$ cat src/rtl/sic_pkg.sv
package sic_pkg;
  localparam int unsigned ADDR_W = 12;
  localparam int unsigned DATA_W = 32;

  localparam logic [ADDR_W-1:0] OFS_STAT_ACK = 12'h040;
  localparam logic [ADDR_W-1:0] OFS_MASK_SET = 12'h0C0;
  localparam logic [ADDR_W-1:0] OFS_MASK_CLR = 12'h100;
  localparam logic [ADDR_W-1:0] OFS_SENS_SET = 12'h180;
  localparam logic [ADDR_W-1:0] OFS_SENS_CLR = 12'h1C0;
  localparam logic [ADDR_W-1:0] OFS_POL_SET  = 12'h240;
  localparam logic [ADDR_W-1:0] OFS_POL_CLR  = 12'h280;
  localparam logic [ADDR_W-1:0] OFS_CTRL     = 12'h300;

  localparam int unsigned CTL_EN    = 0;
  localparam int unsigned CTL_EDGE  = 1;
  localparam int unsigned CTL_FLUSH = 2;

  // Address of the word holding a given bank index of a register group
  function automatic logic [ADDR_W-1:0] bank_addr(logic [ADDR_W-1:0] base, int bank);
    return base + ADDR_W'(4 * bank);
  endfunction
endpackage

$ cat src/rtl/sic_in_sync.sv
module sic_in_sync #(
  parameter int unsigned N = 8
) (
  input  logic         clk,
  input  logic         rst_n,
  input  logic [N-1:0] raw_i,
  output logic [N-1:0] lvl_o,
  output logic [N-1:0] prev_o
);
  logic [N-1:0] stg1_q, stg2_q, prev_q;

  always_ff @(posedge clk or negedge rst_n) begin
    if (!rst_n) begin
      stg1_q <= '0;
      stg2_q <= '0;
      prev_q <= '0;
    end else begin
      stg1_q <= raw_i;
      stg2_q <= stg1_q;
      prev_q <= stg2_q;
    end
  end

  assign lvl_o  = stg2_q;
  assign prev_o = prev_q;
endmodule

$ cat src/rtl/sic_cfg_bank.sv
module sic_cfg_bank #(
  parameter int unsigned N       = 8,
  parameter logic        RST_VAL = 1'b0
) (
  input  logic         clk,
  input  logic         rst_n,
  input  logic [N-1:0] set_i,
  input  logic [N-1:0] clr_i,
  output logic [N-1:0] state_o
);
  logic [N-1:0] state_q, state_n;
  logic         upd_en;

  assign upd_en = |(set_i | clr_i);

  always_comb begin
    state_n = (state_q & ~clr_i) | set_i;
  end

  always_ff @(posedge clk or negedge rst_n) begin
    if (!rst_n) begin
      state_q <= {N{RST_VAL}};
    end else if (upd_en) begin
      state_q <= state_n;
    end
  end

  assign state_o = state_q;
endmodule

$ cat src/rtl/sic_event_gen.sv
module sic_event_gen #(
  parameter int unsigned N = 8
) (
  input  logic [N-1:0] lvl_i,
  input  logic [N-1:0] prev_i,
  input  logic [N-1:0] sens_i,
  input  logic [N-1:0] pol_i,
  input  logic         edge_only_i,
  output logic [N-1:0] event_o
);
  for (genvar g = 0; g < N; g++) begin : g_line
    logic active_now, active_before, level_mode;
    assign active_now    = (lvl_i[g]  == pol_i[g]);
    assign active_before = (prev_i[g] == pol_i[g]);
    assign level_mode    = sens_i[g] & ~edge_only_i;
    assign event_o[g]    = level_mode ? active_now : (active_now & ~active_before);
  end
endmodule

$ cat src/rtl/sic_status.sv
module sic_status #(
  parameter int unsigned N = 8
) (
  input  logic         clk,
  input  logic         rst_n,
  input  logic [N-1:0] event_i,
  input  logic [N-1:0] ack_i,
  input  logic [N-1:0] mask_i,
  input  logic         flush_i,
  output logic [N-1:0] status_o,
  output logic [N-1:0] replay_o
);
  logic [N-1:0] status_q, status_n;
  logic [N-1:0] replay_q, replay_n;

  always_comb begin
    replay_n = flush_i ? (status_q & ~mask_i) : '0;
    status_n = (status_q & ~ack_i & ~replay_n) | event_i;
  end

  always_ff @(posedge clk or negedge rst_n) begin
    if (!rst_n) begin
      status_q <= '0;
      replay_q <= '0;
    end else begin
      status_q <= status_n;
      replay_q <= replay_n;
    end
  end

  assign status_o = status_q;
  assign replay_o = replay_q;
endmodule

$ cat src/rtl/sleep_irq_replay.sv
module sleep_irq_replay
  import sic_pkg::*;
#(
  parameter int unsigned N_LINES = 8
) (
  input  logic                 clk_i,
  input  logic                 rst_ni,
  input  logic [ADDR_W-1:0]    addr_i,
  input  logic                 wr_i,
  input  logic [DATA_W-1:0]    wdata_i,
  output logic [DATA_W-1:0]    rdata_o,
  input  logic [N_LINES-1:0]   irq_i,
  output logic [N_LINES-1:0]   replay_o
);
  localparam int unsigned N_BANKS = (N_LINES + DATA_W - 1) / DATA_W;

  // Reset: asserted asynchronously, released on the clock
  logic rst_s1_q, rst_sync_n;
  always_ff @(posedge clk_i or negedge rst_ni) begin
    if (!rst_ni) begin
      rst_s1_q   <= 1'b0;
      rst_sync_n <= 1'b0;
    end else begin
      rst_s1_q   <= 1'b1;
      rst_sync_n <= rst_s1_q;
    end
  end

  // Per-line write strobes decoded from the bus
  logic [N_LINES-1:0] ack_bits;
  logic [N_LINES-1:0] mask_set, mask_clr, sens_set, sens_clr, pol_set, pol_clr;

  for (genvar g = 0; g < N_LINES; g++) begin : g_dec
    localparam int BK = g / DATA_W;
    localparam int BT = g % DATA_W;
    logic bit_one;
    assign bit_one     = wr_i & wdata_i[BT];
    assign ack_bits[g] = bit_one & (addr_i == bank_addr(OFS_STAT_ACK, BK));
    assign mask_set[g] = bit_one & (addr_i == bank_addr(OFS_MASK_SET, BK));
    assign mask_clr[g] = bit_one & (addr_i == bank_addr(OFS_MASK_CLR, BK));
    assign sens_set[g] = bit_one & (addr_i == bank_addr(OFS_SENS_SET, BK));
    assign sens_clr[g] = bit_one & (addr_i == bank_addr(OFS_SENS_CLR, BK));
    assign pol_set[g]  = bit_one & (addr_i == bank_addr(OFS_POL_SET,  BK));
    assign pol_clr[g]  = bit_one & (addr_i == bank_addr(OFS_POL_CLR,  BK));
  end

  // Configuration banks
  logic [N_LINES-1:0] mask_q, sens_q, pol_q;

  sic_cfg_bank #(.N(N_LINES), .RST_VAL(1'b1)) mask_bank_i (
    .clk(clk_i), .rst_n(rst_sync_n), .set_i(mask_set), .clr_i(mask_clr), .state_o(mask_q));
  sic_cfg_bank #(.N(N_LINES), .RST_VAL(1'b0)) sens_bank_i (
    .clk(clk_i), .rst_n(rst_sync_n), .set_i(sens_set), .clr_i(sens_clr), .state_o(sens_q));
  sic_cfg_bank #(.N(N_LINES), .RST_VAL(1'b0)) pol_bank_i (
    .clk(clk_i), .rst_n(rst_sync_n), .set_i(pol_set), .clr_i(pol_clr), .state_o(pol_q));

  // Control word
  logic ctl_wr;
  logic en_q, en_n, edge_q, edge_n, flush_q, flush_n;

  assign ctl_wr = wr_i & (addr_i == OFS_CTRL);

  always_comb begin
    en_n    = en_q;
    edge_n  = edge_q;
    flush_n = 1'b0;
    if (ctl_wr) begin
      en_n    = wdata_i[CTL_EN];
      edge_n  = wdata_i[CTL_EDGE];
      flush_n = wdata_i[CTL_FLUSH] & wdata_i[CTL_EN];
    end
  end

  always_ff @(posedge clk_i or negedge rst_sync_n) begin
    if (!rst_sync_n) begin
      en_q    <= 1'b0;
      edge_q  <= 1'b0;
      flush_q <= 1'b0;
    end else begin
      if (ctl_wr) begin
        en_q   <= en_n;
        edge_q <= edge_n;
      end
      flush_q <= flush_n;
    end
  end

  // Input path and event detection
  logic [N_LINES-1:0] lvl_s, prev_s, event_s;

  sic_in_sync #(.N(N_LINES)) sync_i (
    .clk(clk_i), .rst_n(rst_sync_n), .raw_i(irq_i), .lvl_o(lvl_s), .prev_o(prev_s));

  sic_event_gen #(.N(N_LINES)) evgen_i (
    .lvl_i(lvl_s), .prev_i(prev_s), .sens_i(sens_q), .pol_i(pol_q),
    .edge_only_i(edge_q), .event_o(event_s));

  // Recorded status and replay
  logic [N_LINES-1:0] status_q;
  logic               flush_go;

  assign flush_go = flush_q & en_q;

  sic_status #(.N(N_LINES)) status_i (
    .clk(clk_i), .rst_n(rst_sync_n), .event_i(event_s), .ack_i(ack_bits),
    .mask_i(mask_q), .flush_i(flush_go), .status_o(status_q), .replay_o(replay_o));

  // Read mux
  always_comb begin
    rdata_o = '0;
    for (int n = 0; n < int'(N_LINES); n++) begin
      if (addr_i == bank_addr(OFS_STAT_ACK, n / DATA_W)) rdata_o[n % DATA_W] = status_q[n];
      if (addr_i == bank_addr(OFS_MASK_SET, n / DATA_W) ||
          addr_i == bank_addr(OFS_MASK_CLR, n / DATA_W)) rdata_o[n % DATA_W] = mask_q[n];
      if (addr_i == bank_addr(OFS_SENS_SET, n / DATA_W) ||
          addr_i == bank_addr(OFS_SENS_CLR, n / DATA_W)) rdata_o[n % DATA_W] = sens_q[n];
      if (addr_i == bank_addr(OFS_POL_SET, n / DATA_W) ||
          addr_i == bank_addr(OFS_POL_CLR, n / DATA_W))  rdata_o[n % DATA_W] = pol_q[n];
    end
    if (addr_i == OFS_CTRL) begin
      rdata_o[CTL_EN]    = en_q;
      rdata_o[CTL_EDGE]  = edge_q;
      rdata_o[CTL_FLUSH] = flush_q;
    end
  end

  logic unused_bits;
  assign unused_bits = ^{N_BANKS};
endmodule

$ cat config.mk
export PLATFORM = sky130hd
export DESIGN_NAME = sleep_irq_replay
export DESIGN_NICKNAME = d
export VERILOG_FILES = /design/src/rtl/sic_pkg.sv /design/src/rtl/sic_in_sync.sv /design/src/rtl/sic_cfg_bank.sv /design/src/rtl/sic_event_gen.sv /design/src/rtl/sic_status.sv /design/src/rtl/sleep_irq_replay.sv
export SDC_FILE = /design/constraint.sdc
export NUM_CORES = 1
export LEC_CHECK = 0
export BUFFER_PORTS_ARGS = -buffer_cell sky130_fd_sc_hd__buf_2
export CORE_MARGIN = 5
export CORE_UTILIZATION = 52
export DETAILED_ROUTE_END_ITERATION = 12
export PLACE_DENSITY = 0.89
export SLEW_MARGIN = 5
export SYNTH_ARGS = -nofsm -noshare
export SYNTH_HDL_FRONTEND = slang
export SYNTH_HIERARCHICAL = 1
export SYNTH_SLANG_ARGS = --single-unit
export TNS_END_PERCENT = 100
$ cat constraint.sdc
create_clock -name clk_i -period 2.4 [get_ports clk_i]
set_input_delay 0.36 -clock clk_i [delete_from_list [all_inputs] [get_ports clk_i]]
set_output_delay 0.36 -clock clk_i [all_outputs]
set_load 0.02 [all_outputs]
Word-level counts from Yosys, hierarchy flattened. Cells that the tools add are included.

Equal/unequal tests: 24. Mux-type cells: 43. Bitwise logic cells: 111. Reductions and logical operators: 6.

Operator list (number): $and 1x1->1 (83); $or 8x8->8 (7); $and 8x8->8 (6); $not 8->8 (6); $mux 1 (41); $eq 12x10->1 const B (3); $eq 12x9->1 const B (3); $reduce_or 8->1 (3); $eq 1x1->1 (16); $eq 12x7->1 const B (1); $eq 12x8->1 const B (1); $not 1->1 (9); $mux 8 (1); $logic_or 1x1->1 (3); $mux 3 (1).

Bits in registers: 69. Output and inout port bits: 40. Word-level logic and storage cells: 197.

Logic depth before layout (Yosys ltp).
Depth after elaboration: 6. Mapped depth: 7.

Modules after synthesis. The synthesis kept the hierarchy.

By module, submodules not included: sleep_irq_replay (instances 1, cells each 186, area each 1138.6 um^2); sic_status (instances 1, cells each 56, area each 610.6 um^2); sic_in_sync (instances 1, cells each 24, area each 600.6 um^2); sic_cfg_bank (pol_bank_i ...) (instances 2, cells each 24, area each 290.3 um^2); sic_cfg_bank (mask_bank_i) (instances 1, cells each 24, area each 300.3 um^2); sic_event_gen (instances 1, cells each 34, area each 216.5 um^2).

Worst setup path before layout. OpenSTA, ideal clock, no wires.

Kind: input-to-output. Start point: input addr_i[11]. End point: output rdata_o[6]. Arrival time: 1854 ps. Data required time: 2040 ps. Slack: 186 ps. Cell stages on the path: 5. Cells stage by stage: or3b_1 > clkbuf_1 > nor3_1 > nand2_1 > a21oi_1.

Cells in the longest elaborated chain, start to end: 5.

Ends and longest elaborated chain: start: declaration (RTL line sleep_irq_replay.sv:8) `input logic [ADDR_W-1:0] addr_i,`; $eq 12x7->1 (tied with other cells) (RTL line sleep_irq_replay.sv:112) `if (addr_i == bank_addr(OFS_STAT_ACK, n / DATA_W)) rdata_o[n % DATA_W] = status_q[n];`; $mux 1 or $logic_or 1x1->1 (tied branches) (RTL line sleep_irq_replay.sv:112, sleep_irq_replay.sv:113); $mux 1 (RTL line sleep_irq_replay.sv:113) `if (addr_i == bank_addr(OFS_MASK_SET, n / DATA_W) ||`; $mux 1 (RTL line sleep_irq_replay.sv:115) `if (addr_i == bank_addr(OFS_SENS_SET, n / DATA_W) ||`; $mux 1 * (RTL line sleep_irq_replay.sv:117) `if (addr_i == bank_addr(OFS_POL_SET, n / DATA_W) ||`; end: declaration (RTL line sleep_irq_replay.sv:11) `output logic [DATA_W-1:0] rdata_o,`.

Mark *: on every way between the ends. The rest lies on a longest branch, timed or not.

Worst setup path after layout.
Start point: input addr_i[11]. End point: output rdata_o[0].

Cells in the longest elaborated chain, start to end: 6.

Ends and longest elaborated chain: $eq 12x7->1 (tied with other cells) (RTL line sleep_irq_replay.sv:112); $mux 1 or $logic_or 1x1->1 (tied branches) (RTL line sleep_irq_replay.sv:112, sleep_irq_replay.sv:113); $mux 1 (RTL line sleep_irq_replay.sv:113); $mux 1 (RTL line sleep_irq_replay.sv:115); $mux 1 (RTL line sleep_irq_replay.sv:117); $mux 3 * (RTL line sleep_irq_replay.sv:120) `if (addr_i == OFS_CTRL) begin`.

Marked as above.

==> metrics <==
Primary FF master, synth=dfrtp_1; Critical Path Fanout Max=5; Final WS setup=0.09332 ns; Port Buffers=between 40 and 50; clock latency on the worst-skew pair=roughly 0.35 ns; buffer and inverter count on the worst path=4; Multi-input gate area=roughly 1400 sq um; post-synthesis sequential area ratio=between 50% and 60%; die extent in y=91.42 um; H-tree levels=3; RePlAce Congestion=between 0.8 and 0.9; critical path class=in -> out; placed cell count=between 400 and 500; met3 Usage GRT=just under 7%; CP Cell Sequence=buf_2, or3b_1, buf_4, nor4_2, buf_4, nand2_1, o21ai_1, buf_2; number of global-route vias before repair=~2800; power per cell area=611.1 nW/um^2; critical path's slowest cell=or3b_1; Synth cell types=42; crit path launch type=input pin; Leakage=roughly 2 nW; gr busiest metal=met2; 1st-iter DRT viols=around 270; Finished Layout Cells=roughly 510; Total Routing Usage GR=20.42%; Starting Density=53.98%; layout cells sized above 1=between 20% and 30%; CTS root buffer=clkbuf_8; Post-DP Area=~3700 sq um; largest net degree at the start of global routing=between 60 and 70; Post-CTS Setup Bufs=0; Tmin final=2.307 ns; Hold Path Class=in -> reg; maximum buffer depth of the clock tree=2; design area=just under 4000 sq um; Critical Path AT=1.95 ns; Die ar.=8358 sq um; most frequent cells in the layout=nor2_1 (66), dfrtp_1 (60), buf_2 (46), inv_1 (45), conb_1 (25); post-synthesis cell count=372; total core area=6386 sq um; Sink Count=just under 70; GR Layer Usage met1=around a quarter; # rows=29; Final Hold Vio Count=0; fill count=around 550; critical path endpoint category=output pin; DRC Markers=0; Seq cells post-synth=69; drt wl/cell=approximately 16 um; Vias/cell=between 5 and 6; number of synthesized flops with an enable pin=0; DP HPWL=~5.7 mm; TritonRoute pass-1 iters=5; # setup viols final=0; fin. max-slew vios=0; Max VDD drop=roughly 0.57 mV; Ys Warns=6; first-pass GRT wire length=around 13 mm; Final period util=between 90 and 100%; Area growth syn-to-layout=14.99%; CTS tree=built; vias after detailed routing=2805; commonest non-fill, non-tap cell in the layout=nor2_1; Die W=a little over 90 um; clock slew seen by the registers of the worst setup and hold paths=roughly 0.080 ns; critical path's top delay family=simple AND/OR/NAND/NOR gates; RSZ-0062 raised after global routing=no; Worst Skew=0.004221 ns; Routed WL=between 8 and 9 mm; area occupied by registers=approximately 1700 sq um; syn_area_per_cell=between 9 and 10 sq um; max cap viols=0; grt ovf=0; DRT antenna net count=0; Setup Slack @ Placement=about 0.025 ns; achievable frequency=roughly 430 MHz; FFs w/ async S/R, synth=between 90% and 100%; initial antenna violation count=0; post-layout util=62.07%; CP required=between 2 and 2.5 ns; mapped cell area=3447 sq um; CTS buffer count=9; status=finished clean; total negative slack=0 ns; # IOs=95; met2 Track Usage GR=about a third; number of diodes=0; Nets=a little under 500; critical path's largest stage delay=0.47 ns
per-stage QoR:
stage          power, mW  hold slack (ns)
3_5_place_dp       1.389           0.1133
6_report           2.422           0.1040
4_1_cts            2.445          0.08920
5_1_grt            2.527          0.07731
2_1_floorplan      1.356          0.06441
3_3_place_gp       1.382           0.1073
final timing paths:
check | from | endpoint | slack [ns] | cells after the start
setup / recovery | addr_i[11] | rdata_o[0] | 0.09 | 8
hold reg to reg | rst_sync_n | sync_i/lvl_o[5] | 0.11 | 0
hold / removal | irq_i[1] | sync_i/stg1_q[1] | 0.10 | 1
max in group asynchronous | rst_sync_n | mask_bank_i/state_o[6] | 1.69 | 1
min in group asynchronous | rst_sync_n | sync_i/lvl_o[5] | 0.11 | 0
setup reg to reg | en_q | status_i/status_o[5] | 1.15 | 3
state kept, by name (all words and copies together), names as in the netlist, 8 cells and up:
signal               flops
mask_bank_i/state_o      8
pol_bank_i/state_o       8
sens_bank_i/state_o      8
status_i/replay_o        8
status_i/status_o        8
sync_i/lvl_o             8
sync_i/prev_o            8
sync_i/stg1_q            8
what timing repair did:
item / CTS / global route
resized for setup: 0 / 1
hold endpoints to repair: 2 / 0
hold buffers: 1 / 0
setup endpoints to repair: 0 / 1
cell families (layout without fill, tap and decap cells):
| logic type | after synthesis | count (layout) | share of synthesized area (%) |
|---|---|---|---|
| flip-flops | 69 | 69 | 50.38 |
| buffers and inverters | 81 | 120 | 11.69 |
| other | 2 | 25 | 0.2179 |
| AO/OA/AOI/OAI | 70 | 70 | 14.37 |
| multiplexers | 2 | 2 | 0.6533 |
| XOR/XNOR | 15 | 15 | 3.811 |
| AND/OR/NAND/NOR | 133 | 133 | 18.87 |
report_power, final:
group          total [mW]  internal (mW)  leakage (nW)  switching, mW
logic               0.167         0.0510          1.07          0.116
registers            1.20           1.19         0.832         0.0152
clock network        1.05          0.589         0.110          0.464
total                2.42           1.83          2.01          0.595
metal layers:
layer / wire [um] / part of all wire [%]
met3: 740 / 9.0
met4: 204 / 2.5
met5: 0 / 0
met2: 3986 / 49
met1: 3254 / 40
Yosys cell counts (2+ instances only):
cell type   n  area, sq um
o221ai_1    3        26.28
mux2_1      2        22.52
or3b_1      2        17.52
a2111oi_0   3        26.28
or4_4       2        22.52
a31o_1      8        70.07
o21ai_1     6        30.03
clkbuf_1    8        30.03
nand2_1    19        71.32
nand3b_1    4        30.03
buf_4      24        180.2
xor2_1     14        122.6
a21o_1     24        180.2
a211oi_1    5        37.54
o31ai_1     2        15.01
inv_1      45        168.9
nor2_2      8        50.05
nand3_1     3        15.01
and2_1      2        12.51
a21oi_1    14        70.07
dfstp_2     8        210.2
and3_1      4        25.02
conb_1      2        7.510
dfrtp_1    61         1526
nand2b_1    9        56.30
nor2_1     66        247.7
or3_1       3        18.77
a221oi_1    3        26.28
and4_1      3        26.28
nor3_1      3        15.01
final cells by class:
cell class	count	share of cell area [%]
tap	77	2.431
clock buffer	9	3.125
sequential	69	43.84
timing repair buffer	58	8.460
multi-input combinational	245	35.29
inverter	46	4.356
clock inverter	7	2.494
worst register-to-register path, stage by stage, from the launching register on:
cell and delay, ns:
dfrtp_1 0.35, and2_1 0.39, nand2b_1 0.15, a31o_1 0.25
Note: power is estimated with default switching activity, not from simulation.
